## config.mk

```make
export PLATFORM = sky130hd
export DESIGN_NAME = uart_fifo_ctl
export DESIGN_NICKNAME = d
export VERILOG_FILES = /design/src/rtl/ufc_pkg.sv /design/src/rtl/ufc_ctl_reg.sv /design/src/rtl/ufc_fifo.sv /design/src/rtl/ufc_txirq.sv /design/src/rtl/uart_fifo_ctl.sv
export SDC_FILE = /design/constraint.sdc
export NUM_CORES = 1
export LEC_CHECK = 0
export BUFFER_PORTS_ARGS = -buffer_cell sky130_fd_sc_hd__buf_4
export CORE_UTILIZATION = 45
export CTS_BUF_LIST = sky130_fd_sc_hd__clkbuf_16
export DETAILED_ROUTE_END_ITERATION = 7
export PLACE_DENSITY = 0.57
export SLEW_MARGIN = 10
export SYNTH_ARGS = -nofsm -noshare
export SYNTH_HDL_FRONTEND = slang
export SYNTH_SLANG_ARGS = --single-unit
export TNS_END_PERCENT = 1
```

## constraint.sdc

```tcl
create_clock -name clk -period 6.1 [get_ports clk]
set_input_delay 0.305 -clock clk [delete_from_list [all_inputs] [get_ports clk]]
set_output_delay 0.305 -clock clk [all_outputs]
set_load 0.01 [all_outputs]
```

## src/rtl/ufc_pkg.sv

```systemverilog
package ufc_pkg;
  // Trigger level lookup: table number, then 2-bit field.
  function automatic int unsigned trig_level(input logic [1:0] tbl, input logic [1:0] sel);
    int unsigned lv;
    case (tbl)
      2'd0: case (sel) 2'd0: lv = 1; 2'd1: lv = 4;  2'd2: lv = 8;  default: lv = 14; endcase
      2'd1: case (sel) 2'd0: lv = 8; 2'd1: lv = 16; 2'd2: lv = 24; default: lv = 28; endcase
      2'd2: case (sel) 2'd0: lv = 8; 2'd1: lv = 16; 2'd2: lv = 32; default: lv = 56; endcase
      default: case (sel) 2'd0: lv = 1; 2'd1: lv = 16; 2'd2: lv = 32; default: lv = 56; endcase
    endcase
    return lv;
  endfunction
endpackage

```

## src/rtl/ufc_ctl_reg.sv

```systemverilog
module ufc_ctl_reg (
  input  logic       clk,
  input  logic       rst,
  input  logic       wr,
  input  logic [7:0] wdata,
  input  logic       tbl_wr,
  input  logic [1:0] tbl_wdata,
  output logic [1:0] tbl,
  output logic [1:0] tx_sel,
  output logic [1:0] rx_sel,
  output logic       rx_clr,
  output logic       tx_clr,
  output logic [7:0] rdata
);
  logic       en_q;
  logic       dma_q;
  logic [1:0] txs_q;
  logic [1:0] rxs_q;
  logic [1:0] tbl_q;
  logic       live;

  assign live   = wr & wdata[0];
  assign rx_clr = live & wdata[1];
  assign tx_clr = live & wdata[2];

  always_ff @(posedge clk) begin
    if (rst) begin
      en_q  <= 1'b0;
      dma_q <= 1'b0;
      txs_q <= 2'd0;
      rxs_q <= 2'd0;
    end else if (wr) begin
      en_q <= wdata[0];
      if (wdata[0]) begin
        dma_q <= wdata[3];
        txs_q <= wdata[5:4];
        rxs_q <= wdata[7:6];
      end
    end
  end

  always_ff @(posedge clk) begin
    if (rst)         tbl_q <= 2'd0;
    else if (tbl_wr) tbl_q <= tbl_wdata;
  end

  assign tbl    = tbl_q;
  assign tx_sel = txs_q;
  assign rx_sel = rxs_q;
  assign rdata  = {rxs_q, txs_q, dma_q, 2'b00, en_q};
endmodule

```

## src/rtl/ufc_fifo.sv

```systemverilog
module ufc_fifo #(
  parameter int DW    = 8,
  parameter int DEPTH = 64,
  localparam int AW   = $clog2(DEPTH),
  localparam int CW   = AW + 1
) (
  input  logic          clk,
  input  logic          rst,
  input  logic          clr,
  input  logic          push,
  input  logic [DW-1:0] din,
  input  logic          pop,
  output logic [DW-1:0] dout,
  output logic [CW-1:0] count,
  output logic          push_ok,
  output logic          pop_ok,
  output logic          ovf
);
  logic [DW-1:0] mem [DEPTH];
  logic [AW-1:0] wptr, rptr;
  logic [CW-1:0] cnt;
  logic          full, empty;

  assign full    = (cnt == CW'(DEPTH));
  assign empty   = (cnt == '0);
  assign push_ok = push & ~full & ~clr;
  assign pop_ok  = pop & ~empty & ~clr;

  function automatic logic [AW-1:0] bump(input logic [AW-1:0] p);
    return (p == AW'(DEPTH - 1)) ? '0 : p + 1'b1;
  endfunction

  always_ff @(posedge clk) begin
    if (push_ok) mem[wptr] <= din;
  end

  always_ff @(posedge clk) begin
    if (rst)         dout <= '0;
    else if (pop_ok) dout <= mem[rptr];
  end

  always_ff @(posedge clk) begin
    if (rst || clr) begin
      wptr <= '0;
      rptr <= '0;
      cnt  <= '0;
    end else begin
      if (push_ok) wptr <= bump(wptr);
      if (pop_ok)  rptr <= bump(rptr);
      case ({push_ok, pop_ok})
        2'b10:   cnt <= cnt + 1'b1;
        2'b01:   cnt <= cnt - 1'b1;
        default: cnt <= cnt;
      endcase
    end
  end

  always_ff @(posedge clk) begin
    if (rst)                      ovf <= 1'b0;
    else if (push & full & ~clr)  ovf <= 1'b1;
  end

  assign count = cnt;
endmodule

```

## src/rtl/ufc_txirq.sv

```systemverilog
module ufc_txirq #(
  parameter int CW = 7
) (
  input  logic          clk,
  input  logic          rst,
  input  logic          clr,
  input  logic          push_ok,
  input  logic          pop_ok,
  input  logic          ack,
  input  logic [CW-1:0] count,
  input  logic [CW-1:0] trig,
  output logic          irq
);
  logic above;
  logic only_pop, only_push, evt;

  assign only_pop  = pop_ok & ~push_ok;
  assign only_push = push_ok & ~pop_ok;
  assign evt = only_pop & ((count == trig) | ((count == CW'(1)) & ~above));

  always_ff @(posedge clk) begin
    if (rst || clr)                              above <= 1'b0;
    else if (only_pop && count == CW'(1))        above <= 1'b0;
    else if (only_push && count >= trig)         above <= 1'b1;
  end

  always_ff @(posedge clk) begin
    if (rst)                  irq <= 1'b0;
    else if (evt)             irq <= 1'b1;
    else if (ack || push_ok)  irq <= 1'b0;
  end
endmodule

```

## src/rtl/uart_fifo_ctl.sv

```systemverilog
module uart_fifo_ctl #(
  parameter int DW    = 8,
  parameter int DEPTH = 64,
  localparam int CW   = $clog2(DEPTH) + 1
) (
  input  logic          clk,
  input  logic          rst,
  input  logic          cfg_wr,
  input  logic [7:0]    cfg_wdata,
  output logic [7:0]    ctl_rdata,
  input  logic          tbl_wr,
  input  logic [1:0]    tbl_wdata,
  output logic [1:0]    tbl_sel,
  input  logic          tx_push,
  input  logic [DW-1:0] tx_wdata,
  input  logic          tx_pop,
  output logic [DW-1:0] tx_pop_data,
  output logic [CW-1:0] tx_count,
  output logic          tx_ovf,
  input  logic          rx_push,
  input  logic [DW-1:0] rx_wdata,
  input  logic          rx_pop,
  output logic [DW-1:0] rx_pop_data,
  output logic [CW-1:0] rx_count,
  output logic          rx_ovf,
  input  logic          isr_rd,
  output logic          tx_irq,
  output logic          rx_irq
);
  import ufc_pkg::*;

  logic [1:0]    tx_sel, rx_sel;
  logic          rx_clr, tx_clr;
  logic [CW-1:0] tx_trig, rx_trig;
  logic          tx_push_ok, tx_pop_ok;
  logic          rx_push_ok, rx_pop_ok;

  ufc_ctl_reg u_ctl (
    .clk(clk), .rst(rst), .wr(cfg_wr), .wdata(cfg_wdata),
    .tbl_wr(tbl_wr), .tbl_wdata(tbl_wdata), .tbl(tbl_sel),
    .tx_sel(tx_sel), .rx_sel(rx_sel), .rx_clr(rx_clr), .tx_clr(tx_clr),
    .rdata(ctl_rdata)
  );

  assign tx_trig = CW'(trig_level(tbl_sel, tx_sel));
  assign rx_trig = CW'(trig_level(tbl_sel, rx_sel));

  ufc_fifo #(.DW(DW), .DEPTH(DEPTH)) u_txq (
    .clk(clk), .rst(rst), .clr(tx_clr), .push(tx_push), .din(tx_wdata),
    .pop(tx_pop), .dout(tx_pop_data), .count(tx_count),
    .push_ok(tx_push_ok), .pop_ok(tx_pop_ok), .ovf(tx_ovf)
  );

  ufc_fifo #(.DW(DW), .DEPTH(DEPTH)) u_rxq (
    .clk(clk), .rst(rst), .clr(rx_clr), .push(rx_push), .din(rx_wdata),
    .pop(rx_pop), .dout(rx_pop_data), .count(rx_count),
    .push_ok(rx_push_ok), .pop_ok(rx_pop_ok), .ovf(rx_ovf)
  );

  ufc_txirq #(.CW(CW)) u_txi (
    .clk(clk), .rst(rst), .clr(tx_clr), .push_ok(tx_push_ok), .pop_ok(tx_pop_ok),
    .ack(isr_rd), .count(tx_count), .trig(tx_trig), .irq(tx_irq)
  );

  assign rx_irq = (rx_count >= rx_trig);
endmodule

```

# After elaboration in Yosys (flattened, before gate mapping)
# Memory sizes are Yosys's and may differ from the RTL's. A register that Yosys moved wholly into a read port is not among the register bits.
# Cells that the tools add are included.
# Widths: inputs -> output; s select.
# totals
ff_bits,50
ramBits,1024
in_bits,35
out_inout_bits,44
elab_cells,111
memories,2
# mem_list
name,words,word_bits,rd,rd_clocked_by_memory_dff,wr,line_no,rtl
u_rxq.mem,64,8,1,1,1,ufc_fifo.sv:19,logic [DW-1:0] mem [DEPTH];
u_txq.mem,64,8,1,1,1,ufc_fifo.sv:19,
# op_classes
addsub,8
n_lt_le_gt_ge,2
n_eq_ne,18
n_mux,22
bitwise_logic,29
reduce_logical,15
# ops
operator,count
$pmux 6 s3,4
$pmux 7 s3,2
$pmux 5 s3,2
$pmux 7 s2,2
$add 6x1->6 const B,4
$eq 6x6->1 const B,4
$mux 6,4
$pmux 4 s3,2
$and 1x1->1,19
$add 7x1->7 const B,2
$eq 7x7->1 const B,2
$ge 7x7->1,2
$logic_not 7->1,2
$sub 7x1->7 const B,2
$eq 2x1->1 const B,5
$eq 2x2->1 const B,5
$not 1->1,9
$eq 7x1->1 const B,1
$eq 7x7->1,1
$logic_not 2->1,3
$mux 1,6
$reduce_bool 2->1,3
$logic_or 1x1->1,3
$logic_and 1x1->1,2
other kinds (3),3

# Logic depth before layout (Yosys ltp)
# depth
depth_word,8
depth_mapped,13
ltp_nobuf,12

# Cells and area by module
# From an unflattened synthesis, not the netlist that was laid out.
# unflattened
hier_cells,2471
area_unflattened_um2,44193.6
# by_module_without_submodules
mod,n_inst,cells_per_inst,area_per_inst_um2,seq_area_each_um2
ufc_fifo at u_rxq,1,1204,21510.6,15935.3
ufc_fifo at u_txq,1,1126,21509.4,15935.3
uart_fifo_ctl,1,60,462.9,0.0
ufc_ctl_reg,1,43,410.4,160.2
ufc_txirq,1,38,300.3,40.0

# Worst setup path after synthesis
# No wires, ideal clock.
# synth_timing
path_type,reg2reg
from,"register u_rxq.cnt[2], in the netlist u_rxq.count[2]"
to,"register u_rxq.cnt[6], in the netlist u_rxq.count[6]"
setup_time_ns,0.070
t_arrival_ns,3.261
t_required_ns,6.030
setup_slack_ns,2.769
stages_incl_launch_ff,13
n_path_buf,1
period_less_slack_ns,3.331
cell_sequence,dfxtp_1 > nor4_1 > a31o_2 > nor2_1 > buf_2 > ha_1 > ha_1 > nor2b_1 > o21ai_0 > a21boi_0 > or4_1 > a31o_2 > a21oi_1
# synth_between
elab_chain_cells,6
elab_cells_between_ends,14
classes_between,2 x add/sub; 3 x eq/ne; 1 x mux; 6 x bitwise; 2 x reduce/logical
# synth_lines
element,line_no,rtl
start: declaration,ufc_fifo.sv:21,logic [CW-1:0] cnt;
start signal: assignment,ufc_fifo.sv:51,2'b10: cnt <= cnt + 1'b1;
start signal: assignment,ufc_fifo.sv:52,2'b01: cnt <= cnt - 1'b1;
start signal: assignment,ufc_fifo.sv:53,default: cnt <= cnt;
$logic_not 7->1 (*),ufc_fifo.sv:25,assign empty = (cnt == '0);
$not 1->1 (*),ufc_fifo.sv:27,assign pop_ok = pop & ~empty & ~clr;
$and 1x1->1 (*) (2 in a row),ufc_fifo.sv:27,
named net rx_pop_ok,uart_fifo_ctl.sv:36,"logic rx_push_ok, rx_pop_ok;"
$eq 2x1->1 or $eq 2x2->1 (tied branches),ufc_fifo.sv:50,"case ({push_ok, pop_ok})"
$pmux 7 s2 or $reduce_bool 2->1 (tied branches),--,
# The timed path passes the listed nets; every way through them passes the cells marked *.
# A chain may end at the register's enable or synchronous reset.

# Worst setup path after layout
# layout_timing
from,"register u_rxq.cnt[4], in the netlist u_rxq.count[4]"
to,"register u_rxq.cnt[6], in the netlist u_rxq.count[6]"
# layout_between
elab_chain_cells,6
elab_cells_between_ends,14
classes_between,2 x add/sub; 3 x eq/ne; 1 x mux; 6 x bitwise; 2 x reduce/logical
# layout_lines
element,line_no
$eq 7x7->1 or $logic_not 7->1 (tied branches),"ufc_fifo.sv:24, ufc_fifo.sv:25"
"$not 1->1, on equally long branches","ufc_fifo.sv:26, ufc_fifo.sv:27"
"$and 1x1->1, on equally long branches (2 in a row)","ufc_fifo.sv:26, ufc_fifo.sv:27"
$eq 2x1->1 or $eq 2x2->1 (tied branches),ufc_fifo.sv:50
$pmux 7 s2 or $reduce_bool 2->1 (tied branches),--
# Several ways; a longest one is shown, not always the timed one.

==> reports/qor.txt <==
RSZ-0062 raised after global routing = no
Slew Limit Headroom = 21.38%
Largest family of logic cells by synthesized area = multiplexers
Post-Route WL = 101.9 mm
Vias in the first global route = 22.74k
Port Buffer Count = 76
DIE WIDTH = 313.6 microns
Drt via density = 5.730
Total grt overflow = 0
Avg Inst Size Synth = 17.75 sq um
Synth async-reset ratio = 0%
CTS clk-pin slew, worst paths = 60 ps
Final setup viols = 0
WS Path Type = register to register
Chip height = 313.6 microns
Synth unique cells = 67
Post-CTS setup repair buffer count = 0
First-pass GRT wire length = 151.2 mm
Post-route ant nets = 0
Nets = 2,617
Sequential share of the synthesized area = 73.41%
Synth Area in Compound Gates = 4.731%
Mapped cell area = 43,690 sq um
Total power = 17,730 uW
Placer congestion estimate = 0.8211
Std-Cell Rows = 113
# fillers = 7,887
Worst-Margin Slew = 1177 ps
Hold WC Path Type = primary input to register
Initial drt markers = 1,803
Pins Over Slew Limit = 0
Pwr dens = 361.3 nW/um^2
Final core utilization = 51.35%
CP max FO = 18
Inserted Diodes = 0
EDFF count, synth = 1,024
Number of synthesized register bits = 1,090
Initial DRT Pass Iterations = 6
Synth Area in Adders = 1.191%
Largest net degree at the start of global routing = 85
Final Skew = 20.14 ps
Routed vias = 22.33k
Post-detail-place hpwl = 62.50 mm
Synth Area in XOR/XNOR = 0.5012%
CP arrival = 4660 ps
Crit. End Element = register
Tmin final = 4047 ps
Antenna violations before repair = 0
Drc violations = 0
Core ar. = 95,580 sq um
Synth Flop Type = edfxtp_1
Max-Cap Viols = 0
Setup crit start kind = register
TritonCTS clock tree = built
Gate Count Post-Synth = 2,461
Total track usage = 20.83%
CP required = 6710 ps
Final setup margin = 2053 ps
Worst slack, placed = 2121 ps
Setup_tns = 0 ps
Endpoints failing hold = 0
Outcome = finished clean
Initial Utilization = 45.71%
Crit share post-route = 66.35%
Share of layout cells above drive strength 1 = 17.33%
I/O Pins = 79
Mux contribution to synthesized area = 13.29%
Yosys warning count = 0
Worst VDD drop = 292.0 uV
Clock root buffer master = clkbuf_16
Clock latency on the worst-skew pair = 680 ps
Peak Freq = 247.1 MHz
H-tree depth = 3
Clock buffer depth = 3
CTS Sinks = 1,090
Leak Pwr = 0.01516 uW
Final hold slack = 58.73 ps
Die area = 98,330 sq um
Avg WL per Cell = 26.16 microns
Syn-to-layout area delta = 12.34%
Synth Area in Simple Gates = 4.720%
R2R Setup Slk = 2050 ps
Total CTS buffers = 111
-- sequential cells by signal, summed over array words and instances, names as in the netlist, 2 cells and up --
signal / flops
u_rxq.dout: 8
u_txq.mem: 512
u_rxq.mem: 512
u_ctl.tx_sel: 2
u_txq.wptr: 6
u_ctl.tbl: 2
u_txq.dout: 8
u_rxq.wptr: 6
u_txq.rptr: 6
u_txq.count: 7
u_rxq.rptr: 6
u_ctl.rx_sel: 2
u_rxq.count: 7
-- stage by stage --
stage                     std cells  area [sq um]
final                          3897         49080
after global placement         3680         45310
after CTS                      3897         49080
after detailed placement       3680         45310
after global routing           3897         49080
after floorplan                2462         43690
-- kinds of logic after synthesis --
| group | Yosys count |
|---|---|
| mux | 375 |
| xor+xnor | 25 |
| flops | 1090 |
| buf+inv | 193 |
| other cells | 1 |
| fa+ha+maj | 41 |
| simple gates | 434 |
| compound gates | 302 |
-- timing repair --
action / CTS / global route
endpoints found under the setup margin: 0 / 0
hold buffers: 13 / 0
hold endpoints to repair: 11 / 0
resized for setup: 0 / 0
-- critical path, cell delays in order (launching register included) --
cell and delay, ps:
dfxtp_1 450, nor4_1 130, a31o_2 290, nor2_2 820, ha_1 490, ha_1 320
nor2b_1 150, o21ai_0 220, a21boi_0 190, or4_1 520, a31o_2 250, a21oi_1 140
-- area by class of cell --
cell class | count | area, sq um | area share [%]
clock buffer | 113 | 2828 | 5.762
timing repair buffer | 106 | 865.8 | 1.764
tap | 1265 | 1583 | 3.225
inverter | 53 | 198.9 | 0.4054
clock inverter | 91 | 810.8 | 1.652
multi-input combinational | 1179 | 10700 | 21.80
sequential | 1090 | 32090 | 65.39
-- cells in the mapped netlist, drive strengths merged (5+ instances only) --
master / number / area [sq um]
edfxtp: 1024 / 30750
or2: 7 / 43.79
mux2: 21 / 236.5
nor3: 8 / 40.04
nor3b: 11 / 82.58
o21ai: 32 / 160.2
o22ai: 30 / 187.7
nand2: 61 / 229.0
and2: 6 / 37.54
nor2: 196 / 745.7
a21o: 7 / 52.55
nand2b: 7 / 43.79
nand3: 56 / 285.3
o21a: 5 / 37.54
a221oi: 17 / 148.9
xnor2: 13 / 113.9
nand3b: 10 / 75.07
a311o: 6 / 60.06
a31oi: 21 / 131.4
nor2b: 46 / 287.8
dfxtp: 66 / 1321
mux2i: 194 / 1942
a221o: 8 / 80.08
xor2: 12 / 105.1
a22oi: 64 / 480.5
inv: 52 / 195.2
ha: 40 / 500.5
a21oi: 60 / 300.3
a211oi: 27 / 202.7
nand4: 11 / 75.07
mux4: 160 / 3626
buf: 92 / 560.5
clkbuf: 48 / 180.2
-- routing by layer --
metal	vias up	wire, microns	track usage [%]
met3	168	4103	2.494
met2	562	52220	35.79
met5	-	0	0
met1	11640	42360	27.50
met4	0	3264	7.140
li1	9960	-	-
-- cell usage in the layout, fill, tap and decap left out, drive strengths merged, types with 56 or more instances in the layout --
master and n:
edfxtp 1024, nor2 196, mux2i 194, mux4 160
clkbuf 113, buf 93, inv 79, dfxtp 66
a22oi 64, nand2 61, a21oi 60, nand3 56
-- worst paths after layout --
kind,start,to,cells past startpoint
setup / recovery,u_rxq.count[4],u_rxq.count[6],11
hold / removal,cfg_wdata[0],u_ctl.en_q,3
setup reg to reg,u_rxq.count[4],u_rxq.count[6],11
hold reg to reg,u_ctl.en_q,u_ctl.en_q,2
-- where the power goes --
part,switching (uW),internal [uW],total (uW)
combinational,1300,1080,2380
clock,2780,3980,6750
sequential,301,8300,8600
total,4380,13400,17700
(Power assumes the default switching activity.)
